`src/rtl/mcap_pkg.sv`:
```
package mcap_pkg;
  localparam int unsigned ADDR_W = 4;

  localparam logic [ADDR_W-1:0] A_CAPEN = 4'h0;
  localparam logic [ADDR_W-1:0] A_EDGE  = 4'h1;
  localparam logic [ADDR_W-1:0] A_SYNC  = 4'h2;
  localparam logic [ADDR_W-1:0] A_MASK  = 4'h3;
  localparam logic [ADDR_W-1:0] A_STAT  = 4'h4;
  localparam logic [ADDR_W-1:0] A_IRQEN = 4'h5;
  localparam logic [ADDR_W-1:0] A_TIME  = 4'h6;
  localparam logic [ADDR_W-1:0] A_CAP0  = 4'h8;
endpackage

```
`src/rtl/mcap_timebase.sv`:
```
module mcap_timebase #(
  parameter int unsigned TW = 32
) (
  input  logic          clk,
  input  logic          rst,
  output logic [TW-1:0] count
);
  // Free-running counter; wraps naturally at all-ones.
  always_ff @(posedge clk) begin
    if (rst) count <= '0;
    else     count <= count + 1'b1;
  end
endmodule

```
`src/rtl/mcap_channel.sv`:
```
module mcap_channel #(
  parameter int unsigned TW = 32
) (
  input  logic          clk,
  input  logic          rst,
  input  logic          ev,
  input  logic          sync_sel,
  input  logic          rise_sel,
  input  logic          cap_en,
  input  logic [TW-1:0] tbc,
  output logic          cap_valid,
  output logic [TW-1:0] cap_val
);
  logic stage1, stage2, prev;
  logic sampled, rise, fall, hit;

  // stage1 alone is the bypass sampler; stage2 completes the synchronizer.
  always_ff @(posedge clk) begin
    if (rst) begin
      stage1 <= 1'b0;
      stage2 <= 1'b0;
      prev   <= 1'b0;
    end else begin
      stage1 <= ev;
      stage2 <= stage1;
      prev   <= sampled;
    end
  end

  assign sampled   = sync_sel ? stage2 : stage1;
  assign rise      = sampled & ~prev;
  assign fall      = ~sampled & prev;
  assign hit       = rise_sel ? rise : fall;
  assign cap_valid = hit & cap_en;

  always_ff @(posedge clk) begin
    if (rst)            cap_val <= '0;
    else if (cap_valid) cap_val <= tbc;
  end
endmodule

```
`src/rtl/mcap_regs.sv`:
```
module mcap_regs
  import mcap_pkg::*;
#(
  parameter int unsigned NCH = 5,
  parameter int unsigned TW  = 32
) (
  input  logic                    clk,
  input  logic                    rst,
  input  logic                    wr_en,
  input  logic [ADDR_W-1:0]       wr_addr,
  input  logic [TW-1:0]           wr_data,
  input  logic [ADDR_W-1:0]       rd_addr,
  output logic [TW-1:0]           rd_data,
  input  logic [NCH-1:0]          cap_valid,
  input  logic [NCH-1:0][TW-1:0]  cap_vals,
  input  logic [TW-1:0]           tbc,
  output logic [NCH-1:0]          cap_en,
  output logic [NCH-1:0]          rise_sel,
  output logic [NCH-1:0]          sync_sel,
  output logic [NCH-1:0]          mask,
  output logic [NCH-1:0]          status,
  output logic [NCH-1:0]          irq_en
);
  logic [NCH-1:0] wbits;
  logic [NCH-1:0] clr_bits;
  logic [NCH-1:0] set_bits;

  assign wbits    = wr_data[NCH-1:0];
  assign clr_bits = (wr_en && wr_addr == A_STAT) ? wbits : '0;
  assign set_bits = cap_valid & ~mask;

  always_ff @(posedge clk) begin
    if (rst) begin
      cap_en   <= '0;
      rise_sel <= '0;
      sync_sel <= '0;
      mask     <= '1;
      irq_en   <= '0;
    end else if (wr_en) begin
      case (wr_addr)
        A_CAPEN: cap_en   <= wbits;
        A_EDGE:  rise_sel <= wbits;
        A_SYNC:  sync_sel <= wbits;
        A_MASK:  mask     <= wbits;
        A_IRQEN: irq_en   <= wbits;
        default: ;
      endcase
    end
  end

  // Sticky flags: a new capture outranks a simultaneous clear.
  always_ff @(posedge clk) begin
    if (rst) status <= '0;
    else     status <= (status & ~clr_bits) | set_bits;
  end

  always_comb begin
    rd_data = '0;
    case (rd_addr)
      A_CAPEN: rd_data[NCH-1:0] = cap_en;
      A_EDGE:  rd_data[NCH-1:0] = rise_sel;
      A_SYNC:  rd_data[NCH-1:0] = sync_sel;
      A_MASK:  rd_data[NCH-1:0] = mask;
      A_STAT:  rd_data[NCH-1:0] = status;
      A_IRQEN: rd_data[NCH-1:0] = irq_en;
      A_TIME:  rd_data          = tbc;
      default: begin
        for (int i = 0; i < NCH; i++) begin
          if (rd_addr == A_CAP0 + ADDR_W'(i)) rd_data = cap_vals[i];
        end
      end
    endcase
  end
endmodule

```
`src/rtl/multi_capture.sv`:
```
module multi_capture
  import mcap_pkg::*;
#(
  parameter int unsigned NCH = 5,
  parameter int unsigned TW  = 32
) (
  input  logic              clk,
  input  logic              rst,
  input  logic [NCH-1:0]    ev_in,
  input  logic              wr_en,
  input  logic [ADDR_W-1:0] wr_addr,
  input  logic [TW-1:0]     wr_data,
  input  logic [ADDR_W-1:0] rd_addr,
  output logic [TW-1:0]     rd_data,
  output logic [NCH-1:0]    irq
);
  logic [TW-1:0]          tbc;
  logic [NCH-1:0]         cap_valid;
  logic [NCH-1:0][TW-1:0] cap_vals;
  logic [NCH-1:0]         cap_en, rise_sel, sync_sel, mask, status, irq_en;

  mcap_timebase #(.TW(TW)) u_tb (.clk(clk), .rst(rst), .count(tbc));

  for (genvar g = 0; g < NCH; g++) begin : g_ch
    mcap_channel #(.TW(TW)) u_ch (
      .clk(clk), .rst(rst), .ev(ev_in[g]),
      .sync_sel(sync_sel[g]), .rise_sel(rise_sel[g]), .cap_en(cap_en[g]),
      .tbc(tbc), .cap_valid(cap_valid[g]), .cap_val(cap_vals[g])
    );
  end

  mcap_regs #(.NCH(NCH), .TW(TW)) u_regs (
    .clk(clk), .rst(rst),
    .wr_en(wr_en), .wr_addr(wr_addr), .wr_data(wr_data),
    .rd_addr(rd_addr), .rd_data(rd_data),
    .cap_valid(cap_valid), .cap_vals(cap_vals), .tbc(tbc),
    .cap_en(cap_en), .rise_sel(rise_sel), .sync_sel(sync_sel),
    .mask(mask), .status(status), .irq_en(irq_en)
  );

  assign irq = status & irq_en;
endmodule

```
`config.mk`:
```
export PLATFORM = sky130hd
export DESIGN_NAME = multi_capture
export DESIGN_NICKNAME = d
export VERILOG_FILES = /design/src/rtl/mcap_pkg.sv /design/src/rtl/mcap_timebase.sv /design/src/rtl/mcap_channel.sv /design/src/rtl/mcap_regs.sv /design/src/rtl/multi_capture.sv
export SDC_FILE = /design/constraint.sdc
export NUM_CORES = 1
export LEC_CHECK = 0
export ABC_CLOCK_PERIOD_IN_PS = 2250
export BUFFER_PORTS_ARGS = -buffer_cell sky130_fd_sc_hd__buf_2
export CAP_MARGIN = 25
export CORE_ASPECT_RATIO = 1.5
export CORE_UTILIZATION = 45
export DETAILED_ROUTE_END_ITERATION = 10
export HOLD_SLACK_MARGIN = 0.05
export PLACE_DENSITY = 0.74
export SYNTH_ARGS = -nofsm -noshare
export SYNTH_HDL_FRONTEND = slang
export SYNTH_SLANG_ARGS = --single-unit
```
`constraint.sdc`:
```
create_clock -name clk -period 2.25 [get_ports clk]
set_clock_uncertainty 0.15 [all_clocks]
set_input_delay 0.225 -clock clk [delete_from_list [all_inputs] [get_ports clk]]
set_output_delay 0.225 -clock clk [all_outputs]
set_load 0.05 [all_outputs]
```
[After elaboration in Yosys (flattened, before gate mapping)]
Index checks and enable logic that the tools add are counted.
Word-level totals
  register bits: 237
  output and inout bits: 37
  logic and storage cells: 102
  input port bits: 48
Operators by class
  muxes and demuxes: 18
  add/subtract/negate cells: 1
  equal/unequal tests: 16
  bitwise logic cells: 31
  reductions and logical operators: 9
Operator list (number)
  32-bit two-way mux: 5
  27-bit case mux with 2 select lines: 1
  5-bit case mux with 7 select lines: 1
  32-bit by 1-bit adder with 32-bit output (second input constant): 1
  4-bit by 3-bit equality test with 1-bit output (second input constant): 5
  4-bit equality test (second input constant): 5
  4-bit by 2-bit equality test with 1-bit output (second input constant): 4
  1-bit bitwise AND: 15
  5-bit bitwise AND: 3
  1-bit two-way mux: 10
  1-bit inverter: 10
  5-bit inverter: 2
  2-bit AND reduction: 5
  4-bit by 1-bit equality test with 1-bit output (second input constant): 2
  4-bit zero test: 2
  6-bit OR reduction: 1
  5-bit two-way mux: 1
  5-bit bitwise OR: 1
  1-bit logical AND: 1

[Logic depth before layout (Yosys ltp)]
Gate-level depths: netlist of the first run.
  word-level depth: 7
  mapped depth: 7

[By module]
Synthesis of the first run repeated with hierarchy kept, for this count alone.
Second synthesis, totals
  cell total of the unflattened synthesis: 1184
  area, all modules: 12001.5 um^2
By module, submodules not included
  mcap_channel: area an instance 1549.0 um^2, times used 5, sequential area each 700.7 um^2, cells each 148
  mcap_regs: area an instance 2750.1 um^2, times used 1, sequential area each 600.6 um^2, cells each 271
  mcap_timebase: area an instance 1475.2 um^2, times used 1, sequential area each 640.6 um^2, cells each 168
  multi_capture: area an instance 31.3 um^2, times used 1, sequential area each 0.0 um^2, cells each 5

[Least setup slack after synthesis of the first run]
OpenSTA, ideal clock, no wires.
  path type: input-to-output
  from: in rd_addr[0]
  to: out rd_data[1]
  path slack: -0.404 ns
  required time: 1.875 ns
  stages on the path: 5
  data arrival time: 2.279 ns
  buffers on the path: 2
  path through: buf_2 > and4bb_2 > clkbuf_1 > a221oi_1 > o31ai_1
Between the ends
  longest elaborated chain between the ends: 7
  elaborated cells between the ends (all ways): 18
  classes of those cells: 11 x eq/ne; 6 x mux; 1 x reduce/logical
RTL lines
  start, declared: RTL line multi_capture.sv:13  | input logic [ADDR_W-1:0] rd_addr,
  4-bit equality test: RTL line mcap_regs.sv:69  | if (rd_addr == A_CAP0 + ADDR_W'(i)) rd_data = cap_vals[i];
  32-bit two-way mux (5 in a row): RTL line mcap_regs.sv:69
  5-bit case mux with 7 select lines *: RTL line mcap_regs.sv:59  | case (rd_addr)
  end, declared: RTL line multi_capture.sv:14  | output logic [TW-1:0] rd_data,
Mark *: on every way between the ends. The rest lies on a longest branch, timed or not.

[Worst setup path in the final report of the first run]
  from: reg u_regs.sync_sel[2]
  to: out rd_data[2]
Between the ends
  longest elaborated chain between the ends: 1
RTL lines
  start, declared: RTL line mcap_regs.sv:19  | output logic [NCH-1:0] sync_sel,
  start signal, assigned: RTL line mcap_regs.sv:43  | A_SYNC: sync_sel <= wbits;
  5-bit case mux with 7 select lines: RTL line mcap_regs.sv:59
No other way between the ends.

==> out/qor.txt, run 1 <==
commonest non-fill, non-tap cells in the layout = dfxtp_1 (231), o21ai_0 (193), nand3_1 (185), a21oi_1 (176), buf_4 (65)
Tmin final = 2.23 ns
simple-gate share of the synthesized area = 0.180
via count = 11057
Initial Util = 0.462
number of diodes = 0
GRT Total Usage = 0.260
synth warn = 0
PortBufs = 57
Iteration-0 DRC Markers = 1108
die height = 197 um
Power per Cell Area = 654 mW/mm2
Core ar. = 0.0246 mm2
Seq cells post-synth = 237
Root Buffer = clkbuf_16
std cell rows = 70
nets@finish = 1464
drt first pass iters = 5
Clk Latency, worst-skew pair = 0.52 ns
largest net degree at the start of global routing = 84
fmax = 0.449 GHz
top_reg_cell synth = dfxtp_1
RSZ-0062 raised after global routing = true
DP Worst Slack = 0.00913 ns
critical-path maximum fanout = 2
Tcrit/Tclk final = 0.990
Worst-path clk slew = 0.06 ns
die area = 0.0259 mm2
vias per cell = 6.31
commonest non-fill, non-tap cell in the layout = dfxtp_1
initial antenna violation count = 0
Residual DRC = 0
worst min path class = in2reg
I/O Pins = 85
Post-Syn Area = 0.0114 mm2
Pins Over Slew Limit = 0
largest family of logic cells by synthesized area = compound AO/OA/AOI/OAI gates
DRT antenna net count = 0
GP Congestion = 0.810
total leakage power = 4.64 nW
Mapped Cells = 1395
adder-cell share of the synthesized area = 0.00110
syn nets = 1444
Avg WL per Cell = 20.0 um
Worst Max-Slew Pin Slew = 1.11 ns
first-pass GRT wire length = 54600 um
Detailed Route WL = 35100 um
Final HPWL DP = 21300 um
CTS tree = done
critical path arrival = 1.85 ns
Sink Count = 237
post-synthesis cell type count = 55
xor/xnor share of the synthesized area = 0.0108
kind of critical path = reg2out
crit start category = flop
count of final hold-check violations = 0
status = completed
mux cell area share after synthesis = 0.0825
Die W = 132 um
cts bufs inserted = 23
CTS HTree Levels = 1
syn_area_per_cell = 8.16 um2
Seq/Total Area, Yosys = 0.417
Max Cap Viol = 0
layout cell share with drive strength beyond 1 = 0.177
slack of the critical path = 0.0229 ns
Worst Hold Slack = 0.121 ns
area fraction in compound gates after synthesis = 0.238
Worst Setup End Kind = primary output
deepest clock path buffer count = 3
Crit path required time = 1.88 ns
final setup violation count = 0
via count of the first global-routing pass = 10394
Area Overhead vs Synth = 18.2%
number of synthesized flops with an enable pin = 0
max_slew headroom = 0.258
Util after Layout = 0.547
gr ovfl total = 0
asr flop ratio synth = 0
VDD IR-drop max = 0.568 mV
power breakdown:
part           switching, mW  leakage, nW  internal, mW
registers             0.0148         1.91          4.22
clock network           1.66        0.355          2.17
logic                  0.494         2.37         0.246
total                   2.17         4.64          6.63
layer usage:
| layer | global-route usage | routed length [um] | up-vias |
|---|---|---|---|
| li1 | - | - | 5060 |
| met5 | 0 | 0 | - |
| met1 | 0.305 | 13600 | 5310 |
| met2 | 0.457 | 17400 | 542 |
| met3 | 0.0288 | 2340 | 145 |
| met4 | 0.149 | 1740 | 0 |
repair_timing:
item                                    in CTS  in global routing
pin swaps                                    2                  2
hold buffers                                16                  0
endpoints found under the setup margin       4                 28
gates resized for setup                     14                 18
buffers inserted                             0                  6
hold endpoints to repair                    67                  0
cell families after synthesis:
group | count (synthesis)
xor gates and xnor gates | 14
and+or+nand+nor | 390
muxes | 85
adders and majority gates | 1
AOI/OAI and AO/OA | 481
DFF | 237
buffers and inverters | 187
sequential cells by signal, indices dropped and copies added, names as in the netlist:
| register | cells |
|---|---|
| g_ch.u_ch.cap_val | 160 |
| u_tb.count | 32 |
| g_ch.u_ch.prev | 5 |
| g_ch.u_ch.stage1 | 5 |
| g_ch.u_ch.stage2 | 5 |
| u_regs.cap_en | 5 |
| u_regs.irq_en | 5 |
| u_regs.mask | 5 |
| u_regs.rise_sel | 5 |
| u_regs.status | 5 |
| u_regs.sync_sel | 5 |
final cells by class:
| type | count | area (um2) |
|---|---|---|
| multi-input combinational | 971 | 6010 |
| fill | 2150 | 11200 |
| inverter | 19 | 71.3 |
| sequential | 237 | 4750 |
| tap | 324 | 405 |
| clock buffer | 35 | 671 |
| clock inverter | 4 | 52.6 |
| timing repair buffer | 163 | 1490 |
final timing paths:
path	slack, ns	end	start	cells past startpoint
worst max-delay path	0.02	rd_data[2]	u_regs.sync_sel[2]	5
worst min-delay path	0.12	u_regs.status[1]	wr_addr[0]	6
worst max register to register	0.13	u_tb.count[20]	u_tb.count[1]	5
worst min register to register	0.31	g_ch[4].u_ch.stage2	g_ch[4].u_ch.stage1	1
Yosys cell counts, types with 19 or more instances:
cell type | number | area share
a221oi_1 | 31 | 0.024
nor2b_1 | 29 | 0.016
buf_2 | 46 | 0.020
o2bb2ai_1 | 32 | 0.025
o21ai_1 | 20 | 0.0088
dfxtp_1 | 237 | 0.42
o21ai_0 | 201 | 0.088
mux2_2 | 20 | 0.020
clkbuf_1 | 103 | 0.034
nand3_1 | 185 | 0.081
nor2_1 | 59 | 0.019
nand2_1 | 43 | 0.014
mux2i_1 | 52 | 0.046
inv_1 | 19 | 0.0063
a21oi_1 | 176 | 0.077
worst max-delay path: stages (launching register included):
cell	delay, ns
dfxtp_2	0.33
mux2_4	0.27
a221oi_2	0.22
a21oi_1	0.07
o31a_1	0.28
buf_6	0.16
stage by stage:
step	power (mW)	TNS, ns	cell area, um2	instances
4_1_cts	8.81	0	13400	1747
5_1_grt	9.02	-0.0800	13500	1753
3_5_place_dp	5.01	0	12400	1693
2_1_floorplan	4.73	-0.00276	11500	1395
3_3_place_gp	5.00	-0.0270	12400	1690
6_report	8.80	0	13500	1753
Power figures use the tool's default switching activity.
==> run 2: changes to the inputs <==
--- a/config.mk
+++ b/config.mk
@@ -12,7 +12,7 @@
 export CORE_UTILIZATION = 45
 export DETAILED_ROUTE_END_ITERATION = 10
 export HOLD_SLACK_MARGIN = 0.05
-export PLACE_DENSITY = 0.74
+export PLACE_DENSITY = 0.71
 export SYNTH_ARGS = -nofsm -noshare
 export SYNTH_HDL_FRONTEND = slang
 export SYNTH_SLANG_ARGS = --single-unit
==> run 2 against run 1 <==
Sequential share of layout area is 0.12 points lower. Routed wire length is 2.9% higher. Via count is 0.13% lower. Die area stayed put. Worst setup slack better by 0.012 ns. Non-clock buffer count is 2 lower. Worst hold slack better by 0.0094 ns. Critical endpoint unchanged. Critical path depth stayed put. Largest power group unchanged. Sequential power hardly changed. Final area is 0.25% higher. Critical path type unchanged. Clock-buffer cell count is 1 lower. Highest routed layer unchanged. Maximum frequency is 0.53% higher.
==> out/qor.txt, run 2 (synthesized netlist as in run 1, its figures left out) <==
slack of the critical path = 0.0348 ns
Worst Setup SP = u_regs.mask[2]
Pins Over Slew Limit = 0
Placed Area = 0.0125 mm2
first-pass GRT wire length = 56900 um
Crit path required time = 1.88 ns
largest net degree at the start of global routing = 91
die area = 0.0259 mm2
Clk Latency, worst-skew pair = 0.52 ns
critical path arrival = 1.84 ns
layout cell share with drive strength beyond 1 = 0.178
Worst Max-Slew Pin Slew = 0.743 ns
CTS tree = done
CTS HTree Levels = 1
FF-to-FF Start = u_tb.count[4]
grt met2 use = 0.486
Final HPWL DP = 21300 um
Detailed Route WL = 36100 um
number of fill cells = 2175
GP Congestion = 0.823
Avg WL per Cell = 20.6 um
GRT Total Usage = 0.275
P_int = 6.69 mW
final setup violation count = 0
initial antenna violation count = 0
Iteration-0 DRC Markers = 1383
std cell rows = 70
Max Cap Viol = 0
Sink Count = 237
Residual DRC = 0
die height = 197 um
Worst Setup End Kind = primary output
Area Overhead vs Synth = 18.5%
reg-to-reg slack, setup = 0.11 ns
met3 Use GR = 0.0347
Initial Util = 0.462
slowest stage delay, CP = 0.33 ns
I/O Pins = 85
clock share of power = 0.437
R2R depth = 6
DRT antenna net count = 0
Flop pwr share = 0.477
WHS Path Cells = 6
Reg with most FFs = g_ch.u_ch.cap_val
kind of critical path = reg2out
commonest non-fill, non-tap cells in the layout = dfxtp_1 (232), o21ai_0 (191), nand3_1 (185), a21oi_1 (176), buf_4 (61)
Core ar. = 0.0246 mm2
number of diodes = 0
cts bufs inserted = 23
crit start category = flop
Critical Path, Cell by Cell = mux2_2, a221oi_2, a21oi_1, o31a_1, buf_6
Die W = 132 um
fmax = 0.451 GHz
Tmin final = 2.22 ns
via count = 11043
Final Cell Area = 0.0135 mm2
Worst-path clk slew = 0.06 ns
vias per cell = 6.30
commonest non-fill, non-tap cell in the layout = dfxtp_1
Most Used Layer, Global Route = met2
gr ovfl total = 0
total leakage power = 4.65 nW
max_slew headroom = 0.504
Root Buffer = clkbuf_16
hold path start = wr_addr[0]
drt first pass iters = 5
Comb power frac = 0.085
top flop regs = g_ch.u_ch.cap_val x160, u_tb.count x32
CP max-delay cell = dfxtp_1
VDD IR-drop max = 0.599 mV
deepest clock path buffer count = 3
count of final hold-check violations = 0
Power per Cell Area = 657 mW/mm2
max reg flops = 160
PortBufs = 57
Tcrit/Tclk final = 0.985
RSZ-0062 raised after global routing = true
met1 Usage GRT = 0.316
Switching Power = 2.17 mW
DP Worst Slack = -0.00690 ns
worst min path class = in2reg
nets@finish = 1462
via count of the first global-routing pass = 10674
sw frac = 0.245
critical-path maximum fanout = 3
status = completed
==> run 2: cell types whose count changed in the layout (fill, tap and decap cells not counted), moves of 2 or more <==
cell	change
clkbuf_8	+2
inv_6	-2
o21ai_0	-2
clkinv_2	+4
buf_4	-4
buf_12	+4
mux2_2	+2
mux2_4	-2
clkbuf_1	-3
o21ai_1	+2
==> run 2: critical path, delay by kind of cell, from the launching register on <==
family	cells	cell delay, ns
buffers and inverters	1	0.17
muxes	1	0.28
AOI/OAI and AO/OA	3	0.55
DFF	1	0.33
==> run 2: through the flow <==
| stage | hold slack (ns) | power (mW) | instances | setup TNS (ns) | util |
|---|---|---|---|---|---|
| 6_report | 0.131 | 8.87 | 1753 | 0 | 0.548 |
| 5_1_grt | 0.173 | 9.10 | 1753 | -0.0193 | 0.548 |
| 4_1_cts | 0.119 | 8.89 | 1753 | 0 | 0.546 |
| 3_5_place_dp | 0.293 | 5.03 | 1696 | -0.00690 | 0.508 |
| 3_3_place_gp | 0.284 | 5.02 | 1694 | -0.0808 | 0.505 |
| 2_1_floorplan | 0.203 | 4.73 | 1395 | -0.00276 | - |
==> run 2: area by class of cell <==
type	instances	area (um2)	area share
multi-input cells	971	6010	0.445
flip-flops and latches	237	4750	0.352
repair buffers	161	1500	0.111
clock buffers	34	687	0.0509
well taps	324	405	0.0301
inverters	19	71.3	0.00529
clock inverters	7	63.8	0.00473
==> run 2: routing by layer <==
metal,part of all wire,vias to the layer above
li1,-,5039
met1,0.36,5259
met2,0.50,601
met3,0.082,144
met4,0.058,0
met5,0,-
==> run 2: repair_timing <==
item | CTS | global route
hold buffers | 16 | 0
pin swaps | 5 | 3
resized for setup | 16 | 13
hold endpoints to repair | 60 | 0
endpoints found under the setup margin | 5 | 9
setup buffers | 1 | 0
==> run 2: final timing paths <==
check	endpoint
min reg2reg	u_tb.count[0]
max reg2reg	u_tb.count[24]
max	rd_data[2]
min	u_regs.status[1]
==> run 2: power groups by stage <==
stage	logic (mW)	registers, mW	clock network, mW
detailed placement	0.705	4.33	0
global route	0.787	4.23	4.09
global placement	0.695	4.33	0
CTS	0.734	4.23	3.92
floorplan	0.414	4.32	0
finish	0.755	4.23	3.88
